File: config.mk
export PLATFORM = sky130hd
export DESIGN_NAME = xlate_fault_seq
export DESIGN_NICKNAME = d
export VERILOG_FILES = /design/src/rtl/xlate_pkg.sv /design/src/rtl/xl_seg_pick.sv /design/src/rtl/xl_pp_rights.sv /design/src/rtl/xl_dstore.sv /design/src/rtl/xlate_fault_seq.sv
export SDC_FILE = /design/constraint.sdc
export NUM_CORES = 1
export LEC_CHECK = 0
export ABC_AREA = 1
export CORE_UTILIZATION = 43
export CTS_CLUSTER_DIAMETER = 80
export CTS_CLUSTER_SIZE = 16
export DETAILED_ROUTE_END_ITERATION = 12
export PLACE_DENSITY = 0.87
export SLEW_MARGIN = 5
export SYNTH_ARGS = -nofsm -noshare
export SYNTH_HDL_FRONTEND = slang
export SYNTH_SLANG_ARGS = --single-unit
File: constraint.sdc
create_clock -name clk -period 2.3 [get_ports clk]
set_clock_uncertainty 0.1 [all_clocks]
set_input_delay 0.23 -clock clk [delete_from_list [all_inputs] [get_ports clk]]
set_output_delay 0.23 -clock clk [all_outputs]
set_load 0.005 [all_outputs]
File: src/rtl/xlate_pkg.sv
package xlate_pkg;

    typedef enum logic [1:0] {
        FLT_NONE  = 2'd0,
        FLT_INSN  = 2'd1,
        FLT_DATA  = 2'd2,
        FLT_ALIGN = 2'd3
    } fault_e;

    typedef enum logic [1:0] {
        ACC_FETCH = 2'd0,
        ACC_LOAD  = 2'd1,
        ACC_STORE = 2'd2
    } acc_e;

    typedef enum logic [2:0] {
        CLS_INT   = 3'd0,
        CLS_FLOAT = 3'd1,
        CLS_RESV  = 3'd2,
        CLS_CACHE = 3'd3,
        CLS_EXT   = 3'd4
    } cls_e;

    localparam logic [31:0] ST_PROT_LD   = 32'h0800_0000;
    localparam logic [31:0] ST_PROT_ST   = 32'h0A00_0000;
    localparam logic [31:0] ST_NOEXEC    = 32'h1000_0000;
    localparam logic [31:0] ST_MISS_LD   = 32'h4000_0000;
    localparam logic [31:0] ST_MISS_ST   = 32'h4200_0000;
    localparam logic [31:0] ST_RESV_LD   = 32'h0400_0000;
    localparam logic [31:0] ST_RESV_ST   = 32'h0600_0000;
    localparam logic [31:0] ST_EXTC_LD   = 32'h0410_0000;
    localparam logic [31:0] ST_EXTC_ST   = 32'h0610_0000;

    // Decision outcome without the address
    typedef struct packed {
        fault_e      fault;
        logic [31:0] status;
        logic        rd;
        logic        wr;
        logic        ex;
    } verdict_t;

    function automatic verdict_t grant(input logic rd, input logic wr, input logic ex);
        verdict_t v;
        v.fault  = FLT_NONE;
        v.status = '0;
        v.rd     = rd;
        v.wr     = wr;
        v.ex     = ex;
        return v;
    endfunction

    function automatic verdict_t deny(input fault_e f, input logic [31:0] st);
        verdict_t v;
        v.fault  = f;
        v.status = st;
        v.rd     = 1'b0;
        v.wr     = 1'b0;
        v.ex     = 1'b0;
        return v;
    endfunction

    // Protection refusal, shared by block and page paths
    function automatic verdict_t prot_refusal(input logic is_fetch, input logic is_store);
        if (is_fetch)      return deny(FLT_INSN, ST_PROT_LD);
        else if (is_store) return deny(FLT_DATA, ST_PROT_ST);
        else               return deny(FLT_DATA, ST_PROT_LD);
    endfunction

endpackage

File: src/rtl/xl_seg_pick.sv
module xl_seg_pick #(
    parameter int ADDR_W  = 32,
    parameter int NUM_SEG = 16,
    localparam int IDX_W  = $clog2(NUM_SEG)
) (
    input  logic [NUM_SEG*4-1:0] seg_ctl,
    input  logic [IDX_W-1:0]     seg_idx,
    input  logic                 user,
    output logic                 direct,
    output logic                 no_exec,
    output logic                 key
);
    logic [3:0] nib [NUM_SEG];

    genvar gi;
    generate
        for (gi = 0; gi < NUM_SEG; gi++) begin : g_unpack
            assign nib[gi] = seg_ctl[gi*4 +: 4];
        end
    endgenerate

    logic [3:0] sel;
    assign sel     = nib[seg_idx];
    assign direct  = sel[3];
    assign no_exec = sel[0];
    assign key     = user ? sel[1] : sel[2];
endmodule

File: src/rtl/xl_pp_rights.sv
module xl_pp_rights (
    input  logic       key,
    input  logic [1:0] pp,
    output logic       rd,
    output logic       wr
);
    always_comb begin
        if (!key) begin
            rd = 1'b1;
            wr = (pp != 2'b11);
        end else begin
            rd = (pp != 2'b00);
            wr = (pp == 2'b10);
        end
    end
endmodule

File: src/rtl/xl_dstore.sv
module xl_dstore
    import xlate_pkg::*;
(
    input  logic     is_fetch,
    input  logic     is_store,
    input  logic [2:0] cls,
    input  logic     key,
    output verdict_t verdict
);
    always_comb begin
        if (is_fetch) begin
            verdict = deny(FLT_INSN, ST_NOEXEC);
        end else begin
            case (cls)
                CLS_FLOAT: verdict = deny(FLT_ALIGN, 32'h0);
                CLS_RESV:  verdict = deny(FLT_DATA, is_store ? ST_RESV_ST : ST_RESV_LD);
                CLS_EXT:   verdict = deny(FLT_DATA, is_store ? ST_EXTC_ST : ST_EXTC_LD);
                CLS_CACHE: verdict = grant(1'b1, 1'b0, 1'b0);
                default: begin
                    if (is_store && !key) verdict = deny(FLT_DATA, ST_PROT_ST);
                    else                  verdict = grant(1'b1, key, 1'b0);
                end
            endcase
        end
    end
endmodule

File: src/rtl/xlate_fault_seq.sv
module xlate_fault_seq
    import xlate_pkg::*;
#(
    parameter int ADDR_W    = 32,
    parameter int NUM_SEG   = 16,
    parameter int PAGE_BITS = 12,
    localparam int IDX_W    = $clog2(NUM_SEG),
    localparam int RPN_W    = ADDR_W - PAGE_BITS
) (
    input  logic                 clk,
    input  logic                 rst_n,
    input  logic                 req_valid,
    input  logic [ADDR_W-1:0]    req_ea,
    input  logic [1:0]           req_kind,
    input  logic [2:0]           req_class,
    input  logic                 req_user,
    input  logic                 req_real,
    input  logic                 blk_hit,
    input  logic [ADDR_W-1:0]    blk_addr,
    input  logic                 blk_rd,
    input  logic                 blk_wr,
    input  logic                 blk_ex,
    input  logic                 walk_found,
    input  logic [RPN_W-1:0]     walk_rpn,
    input  logic [1:0]           walk_pp,
    input  logic [NUM_SEG*4-1:0] seg_ctl,
    output logic                 res_valid,
    output logic [1:0]           res_fault,
    output logic [31:0]          res_status,
    output logic [ADDR_W-1:0]    res_addr,
    output logic                 res_rd,
    output logic                 res_wr,
    output logic                 res_ex,
    output logic [ADDR_W-1:0]    fault_addr
);
    typedef struct packed {
        logic              valid;
        verdict_t          verdict;
        logic [ADDR_W-1:0] addr;
        logic [ADDR_W-1:0] far;
    } seq_state_t;

    seq_state_t st_d, st_q;

    logic is_fetch, is_store;
    assign is_fetch = (req_kind == ACC_FETCH);
    assign is_store = (req_kind == ACC_STORE);

    logic seg_direct, seg_nx, seg_key;
    xl_seg_pick #(.ADDR_W(ADDR_W), .NUM_SEG(NUM_SEG)) u_seg (
        .seg_ctl (seg_ctl),
        .seg_idx (req_ea[ADDR_W-1 -: IDX_W]),
        .user    (req_user),
        .direct  (seg_direct),
        .no_exec (seg_nx),
        .key     (seg_key)
    );

    logic pg_rd, pg_wr;
    xl_pp_rights u_pp (
        .key (seg_key),
        .pp  (walk_pp),
        .rd  (pg_rd),
        .wr  (pg_wr)
    );

    verdict_t ds_verdict;
    xl_dstore u_ds (
        .is_fetch (is_fetch),
        .is_store (is_store),
        .cls      (req_class),
        .key      (seg_key),
        .verdict  (ds_verdict)
    );

    verdict_t          vd_c;
    logic [ADDR_W-1:0] addr_c;
    logic              need_ok;

    always_comb begin
        st_d       = st_q;
        st_d.valid = req_valid;
        vd_c       = grant(1'b1, 1'b1, 1'b1);
        addr_c     = req_ea;
        need_ok    = 1'b0;

        if (req_real) begin
            vd_c   = grant(1'b1, 1'b1, 1'b1);
            addr_c = req_ea;
        end else if (blk_hit) begin
            need_ok = is_fetch ? blk_ex : (is_store ? blk_wr : blk_rd);
            if (need_ok) begin
                vd_c   = grant(blk_rd, blk_wr, blk_ex);
                addr_c = blk_addr;
            end else begin
                vd_c = prot_refusal(is_fetch, is_store);
            end
        end else if (seg_direct) begin
            vd_c   = ds_verdict;
            addr_c = req_ea;
        end else if (is_fetch && seg_nx) begin
            vd_c = deny(FLT_INSN, ST_NOEXEC);
        end else if (!walk_found) begin
            if (is_fetch)      vd_c = deny(FLT_INSN, ST_MISS_LD);
            else if (is_store) vd_c = deny(FLT_DATA, ST_MISS_ST);
            else               vd_c = deny(FLT_DATA, ST_MISS_LD);
        end else begin
            need_ok = is_store ? pg_wr : pg_rd;
            if (need_ok) begin
                vd_c   = grant(pg_rd, pg_wr, pg_rd & ~seg_nx);
                addr_c = {walk_rpn, req_ea[PAGE_BITS-1:0]};
            end else begin
                vd_c = prot_refusal(is_fetch, is_store);
            end
        end

        if (vd_c.fault != FLT_NONE) addr_c = '0;

        if (req_valid) begin
            st_d.verdict = vd_c;
            st_d.addr    = addr_c;
            if (vd_c.fault == FLT_DATA || vd_c.fault == FLT_ALIGN) st_d.far = req_ea;
        end
    end

    always_ff @(posedge clk or negedge rst_n) begin
        if (!rst_n) st_q <= '0;
        else        st_q <= st_d;
    end

    assign res_valid  = st_q.valid;
    assign res_fault  = st_q.verdict.fault;
    assign res_status = st_q.verdict.status;
    assign res_addr   = st_q.addr;
    assign res_rd     = st_q.verdict.rd;
    assign res_wr     = st_q.verdict.wr;
    assign res_ex     = st_q.verdict.ex;
    assign fault_addr = st_q.far;

    // one strobe per request, in the following cycle
    a_r11_strobe_follows: assert property (@(posedge clk) disable iff (!rst_n)
        rst_n |=> (res_valid == $past(req_valid)));

    // a fault grants nothing and carries no address
    a_r11_fault_clean: assert property (@(posedge clk) disable iff (!rst_n)
        (res_valid && res_fault != 2'd0) |-> (!res_rd && !res_wr && !res_ex && res_addr == '0));

    // bypass passes the address with full rights
    a_r1_real_passthru: assert property (@(posedge clk) disable iff (!rst_n)
        (req_valid && req_real) |=> (res_fault == 2'd0 && res_addr == $past(req_ea)
                                     && res_rd && res_wr && res_ex));

    // no-execute fetch faults before the walker result matters
    a_r7_nx_fetch: assert property (@(posedge clk) disable iff (!rst_n)
        (req_valid && !req_real && !blk_hit && !seg_direct && seg_nx && is_fetch)
        |=> (res_fault == 2'd1 && res_status == 32'h1000_0000));

    // data-side faults capture the effective address
    a_r10_far_capture: assert property (@(posedge clk) disable iff (!rst_n)
        (rst_n && res_valid && (res_fault == 2'd2 || res_fault == 2'd3) && $past(rst_n))
        |-> (fault_addr == $past(req_ea)));

    // no data-side fault, no change
    a_r10_far_hold: assert property (@(posedge clk) disable iff (!rst_n)
        (!(res_valid && (res_fault == 2'd2 || res_fault == 2'd3)) && $past(rst_n))
        |-> (fault_addr == $past(fault_addr)));
endmodule

Yosys cells after proc, flatten, opt, wreduce, memory -nomap -nowiden:

Cells that the tools add are included.

* flip-flop bits (word level): 102
* output and inout bits: 102

* reduce and logical (&&, ||, !) cells: 8
* eq/ne operators: 9
* $lt $le $gt $ge: 1
* bitwise operators: 3
* muxes and demuxes: 33

Operator list (number)
* $mux 37: 11
* $mux 32: 8
* $pmux 37 s4: 1
* $mux 29: 2
* $mux 26: 2
* $bmux 4 s4: 1
* $eq 2x2->1 const B: 4
* $mux 4: 2
* $eq 3x2->1 const B: 2
* $mux 1: 6
* $ge 5x5->1 const B: 1
* $not 4->5: 1
* $reduce_bool 2->1: 2
* $eq 3x1->1 const B: 1
* $eq 3x3->1 const B: 1
* $logic_and 1x1->1: 2
* $logic_not 2->1: 1
* $ne 2x2->1 const B: 1
* $reduce_and 2->1: 1
* $and 1x1->1: 1
* $logic_not 1->1: 1
* $logic_or 1x1->1: 1
* $not 1->1: 1

Longest topological paths before layout:

* word-level depth: 16
* gate-level depth with buffers: 21
* gate-level depth less buffers: 18

By module:

A second synthesis with hierarchy kept.

* cells, all modules: 896
* area total of the unflattened synthesis: 6178.4 µm²

By module, submodules not included
* xlate_fault_seq: instances 1, cells each 689, area each 5157.4 µm²
* xl_seg_pick: instances 1, cells each 138, area each 631.9 µm²
* xl_dstore: instances 1, cells each 62, area each 361.6 µm²
* xl_pp_rights: instances 1, cells each 7, area each 27.5 µm²

Worst setup path before layout:

OpenSTA, ideal clock, no wires.

* path kind: input -> register
* start point: input port req_ea[28]
* end point: register st_q (netlist bit res_addr[18])
* required time: 2.134 ns
* arrival time: 2.022 ns
* path buffers: 5
* slack: 0.112 ns
* setup time: 0.066 ns
* cell stages on the path: 21
* cells stage by stage: buf_6 > inv_4 > buf_6 > buf_6 > buf_6 > nor2_2 > nor2_1 > o21ai_1 > o211ai_1 > nand3_2 > nand2_2 > nand2_4 > nand2_4 > a21oi_2 > nand2_1 > nand2_2 > inv_2 > a21oi_4 > buf_6 > nand2_1 > nand2_1

* word-level cells in the longest chain between the ends: 15
* elaborated cells on any way between the ends: 28
* classes of those cells: mux (23); bitwise (1); reduce/logical (4)

Ends and longest elaborated chain
* start, declared: line xlate_fault_seq.sv:13 `input logic [ADDR_W-1:0] req_ea,`
* $not 4->5 (implied by the code) (*): line xl_seg_pick.sv:23 `assign sel = nib[seg_idx];`
* $bmux 4 s4 (*): line xl_seg_pick.sv:23
* $mux 4 (implied by the code) (*) (2 in series): line xl_seg_pick.sv:23
* $mux 1: line xl_seg_pick.sv:26 `assign key = user ? sel[1] : sel[2];`
* $logic_not 1->1 / $mux 1 (equally long branches): line xl_dstore.sv:20, xl_pp_rights.sv:8
* $logic_and 1x1->1 / $mux 1 (equally long branches): line xl_dstore.sv:20, xlate_fault_seq.sv:108
* $mux 37, on equally long branches: line xl_dstore.sv:20, xlate_fault_seq.sv:109
* $pmux 37 s4 / $mux 37 (equally long branches): line xl_dstore.sv:14, xlate_fault_seq.sv:103
* $mux 37, on equally long branches: line xl_dstore.sv:11, xlate_fault_seq.sv:101
* $mux 37: line xlate_fault_seq.sv:98 `end else if (seg_direct) begin`
* $mux 37: line xlate_fault_seq.sv:90 `end else if (blk_hit) begin`
* $mux 37: line xlate_fault_seq.sv:87 `if (req_real) begin`
* $reduce_bool 2->1: line xlate_fault_seq.sv:117 `if (vd_c.fault != FLT_NONE) addr_c = '0;`
* $mux 32 (*): line xlate_fault_seq.sv:117
* end signal, assigned: line xlate_fault_seq.sv:128 `else st_q <= st_d;`
* end, declared: line xlate_fault_seq.sv:43 `seq_state_t st_d, st_q;`

Mark *: on every way between the ends. The rest lies on a longest branch, timed or not. The select of a mux whose other input is x is not followed.
A chain may end at the register's enable or synchronous reset.

Worst setup path after layout:

* start point: input port req_ea[28]
* end point: register st_q (netlist bit res_addr[15])

The elaborated chain is that of the path after synthesis.

==> run_results.csv <==
group,metric,value,unit
clocking,cts_buffers,9,
power,switching_share,29.7,%
finish,layout-drive-gt1-share,11.1,%
finish,final_cell_area,0.00827,mm2
sta,clock.fmax,474,MHz
setup_path,cpMostUsedCell,"nand2_1",
place,numPortBuffers,240,
yosys,syn_avg_cell_area,6.82,um2
yosys,synthFlopType,"dfrtp_1",
routing,vias,6151,
global_route,grt_pass1_vias,5832,
setup_path,critPathKind,"input port to flip-flop",
finish,nFillCells,929,
yosys,async_flop_share,100,%
setup_path,path_max_fanout,18,
routing,drc_errors,0,
global_route,grt_max_degree,46,
setup_path,cp_cell_sequence,"clkbuf_2 -> clkinv_4 -> buf_12 -> nor2_1 -> nor2_1 -> o21ai_0 -> o211ai_1 -> nand3_2 -> nand2_2 -> nand2_4 -> nand2_4 -> nor2_4 -> nand2_4 -> buf_12 -> nand2_1 -> nand3_1 -> nand2_1 -> nand2_1 -> nand3_1 -> nand2_1",
yosys,ys_seq_area_share,37.7,%
yosys,yosysTopAreaCellShare,37.7,%
clocking,clock_tree.buffer_depth,2,
die,die_w,110,um
worst_hold_path,hp-class,"input port to async pin",
sta,worst_slew_pin_slew,0.516,ns
sta,setup_viol,0,
yosys,synth_seq_cells,76,
setup_path,rr_worst_depth,1,
power,power_density,608,mW/mm2
die,die_height,110,um
finish,syn2layout_area_growth,64.0,%
routing,finalWirelength,18600,um
power,pwr-share-seq,33.9,%
power,p_leak,3.87,nW
finish,utilization,72.4,%
yosys,netlist_area,0.00504,mm2
routing,wl_per_cell,16.0,um
place,place_inst,1140,
yosys,synth_edf_count,0,
sta,setup_ws,0.188,ns
sta,slew_viol_final,0,
finish,antenna_cells,0,
global_route,grt_use_total,30.5,%
power,combPwrFrac,34.4,%
setup_path,crit_path_end_kind,"flip-flop",
yosys,yosysMostFrequentCell,"nand2_1",
clocking,numClockSinks,76,
setup_path,cp.required,2.42,ns
clocking,clkSlewWorstSetupHoldPaths,0.07,ns
yosys,netlist_top_cells_area,"dfrtp_1 38%, nand2_1 19%, nand3_1 8.4%",
global_route,overflow,0,
clocking,clock_latency,0.33,ns
finish,seq_area,0.00190,mm2
place,dpl_cell_area,0.00788,mm2
place,place_congestion,0.965,
die,core_area,0.0114,mm2
setup_path,crit_slowest_cell,"clkbuf_2",
sta,fin_crit_sh,91.8,%
setup_path,cp-start-kind,"input port",
yosys,yosysWarningCount,0,
clocking,cts_tree,"yes",
place,dpl.hpwl,14000,um
finish,instances_no_fill,1159,
setup_path,path_buf_inv,4,
flow_run,cap_viol_max_count,0,
power,power_frac_clock,31.7,%
power,vdd_ir_drop_max,422,uV
routing,viasPerCell,5.31,
sta,holdWs,0.316,ns
routing,first_pass_iters,9,
global_route,grt_pass1_wl,28300,um
status,status,"complete, no violations",
setup_path,cp.arrival,2.23,ns
routing,dr.first_iter.drc_count,605,
sta,min_period,2.11,ns
die,initial_core_util,44.2,%
power,internal_power,3.54,mW
routing,ant_nets,0,
finish,nNetsFinal,1176,
finish,multi_input_area,0.00267,mm2
die,io_pins,267,
global_route,antenna_found_initial,0,
setup_path,cpLargestDelayFamily,"simple AND/OR/NAND/NOR gates",
yosys,synth_common_cells,"262 x nand2_1, 85 x nand3_1, 76 x dfrtp_1",
power,p_total,5.03,mW
power,p_switching,1.50,mW
yosys,yosysTopAreaCell,"dfrtp_1",
sta,hold_violations,0,
setup_path,cpPeakStageDelay,0.21,ns
clocking,root_buffer,"clkbuf_16",
die,rows,39,
clocking,cts.htree.levels,3,
sta,slew_headroom,65.6,%
setup_path,crit_cells,20,
place,pre_cts_slack,-0.556,ns
sta,finalSetupTns,0,ns
yosys,netlist_instances,739,
die,die-area,0.0122,mm2
yosys,ys_types,36,
## final timing paths
kind	startpoint	to	slack, ns
worst min register to register	fault_addr[26]$_DFFE_PN0P_	fault_addr[26]$_DFFE_PN0P_	0.37
worst min-delay path	rst_n	fault_addr[21]$_DFFE_PN0P_	0.32
worst max-delay path	req_ea[28]	res_addr[15]$_DFFE_PN0P_	0.19
max in group asynchronous	rst_n	res_addr[23]$_DFFE_PN0P_	1.21
min in group clk	req_ea[29]	fault_addr[29]$_DFFE_PN0P_	0.32
worst max register to register	res_status[20]$_DFFE_PN0P_	res_status[20]$_DFFE_PN0P_	1.46
## what timing repair did
action,in CTS,in global routing
endpoints found under the setup margin,65,64
hold buffers,1,0
resized for setup,3,17
buffers inserted,0,1
endpoints found under the hold margin,36,0
gates cloned,0,1
pin swaps,1,5
## flip-flops by register name, summed over array words and instances (netlist names)
signal,flops
res_rd,1
res_status,6
res_valid,1
res_addr,32
res_fault,2
res_wr,1
fault_addr,32
res_ex,1
## metal layers
layer	track usage [%]	vias up	part of all wire, %
met2	51.9	367	48
met3	8.35	51	10
li1	-	2932	-
met1	36.3	2801	39
met5	0	-	0
met4	12.1	0	2.7
## power by group through the flow
stage	Clock [mW]	Combinational, mW	Sequential, mW
floorplan	0	0.632	1.72
global placement	0	1.66	1.71
detailed placement	0	1.70	1.72
CTS	1.62	1.71	1.71
global route	1.66	1.90	1.73
finish	1.60	1.73	1.71
## cells by family (layout without fill, tap and decap cells)
kind of cell           count (synthesis)  in the layout  synth area share [%]
other                                  1             26                0.0744
buffers and inverters                111            363                  11.5
and+or+nand+nor                      406            406                  33.7
AOI/OAI and AO/OA                    145            145                  17.0
DFF                                   76             76                  37.7
## layout by cell type, fill, tap and decap left out, drive strengths merged, types with 12 or more instances in the layout
cell type,count
clkdlybuf4s50,235
o211ai,27
buf,67
nand3,87
conb,26
nand2,269
inv,40
a31oi,14
clkbuf,12
nor2,45
dfrtp,76
o21ai,71
a21oi,24
## layout make-up
class,instances,area share [%]
Clock buffer,10,2.89
Clock inverter,6,1.13
Inverter,39,1.86
Multi-Input combinational cell,577,32.3
Sequential cell,76,23.0
Tap cell,143,2.16
Timing Repair Buffer,307,36.6
Timing Repair inverter,1,0.0605
No activity file was read; power rests on OpenSTA's default activity.
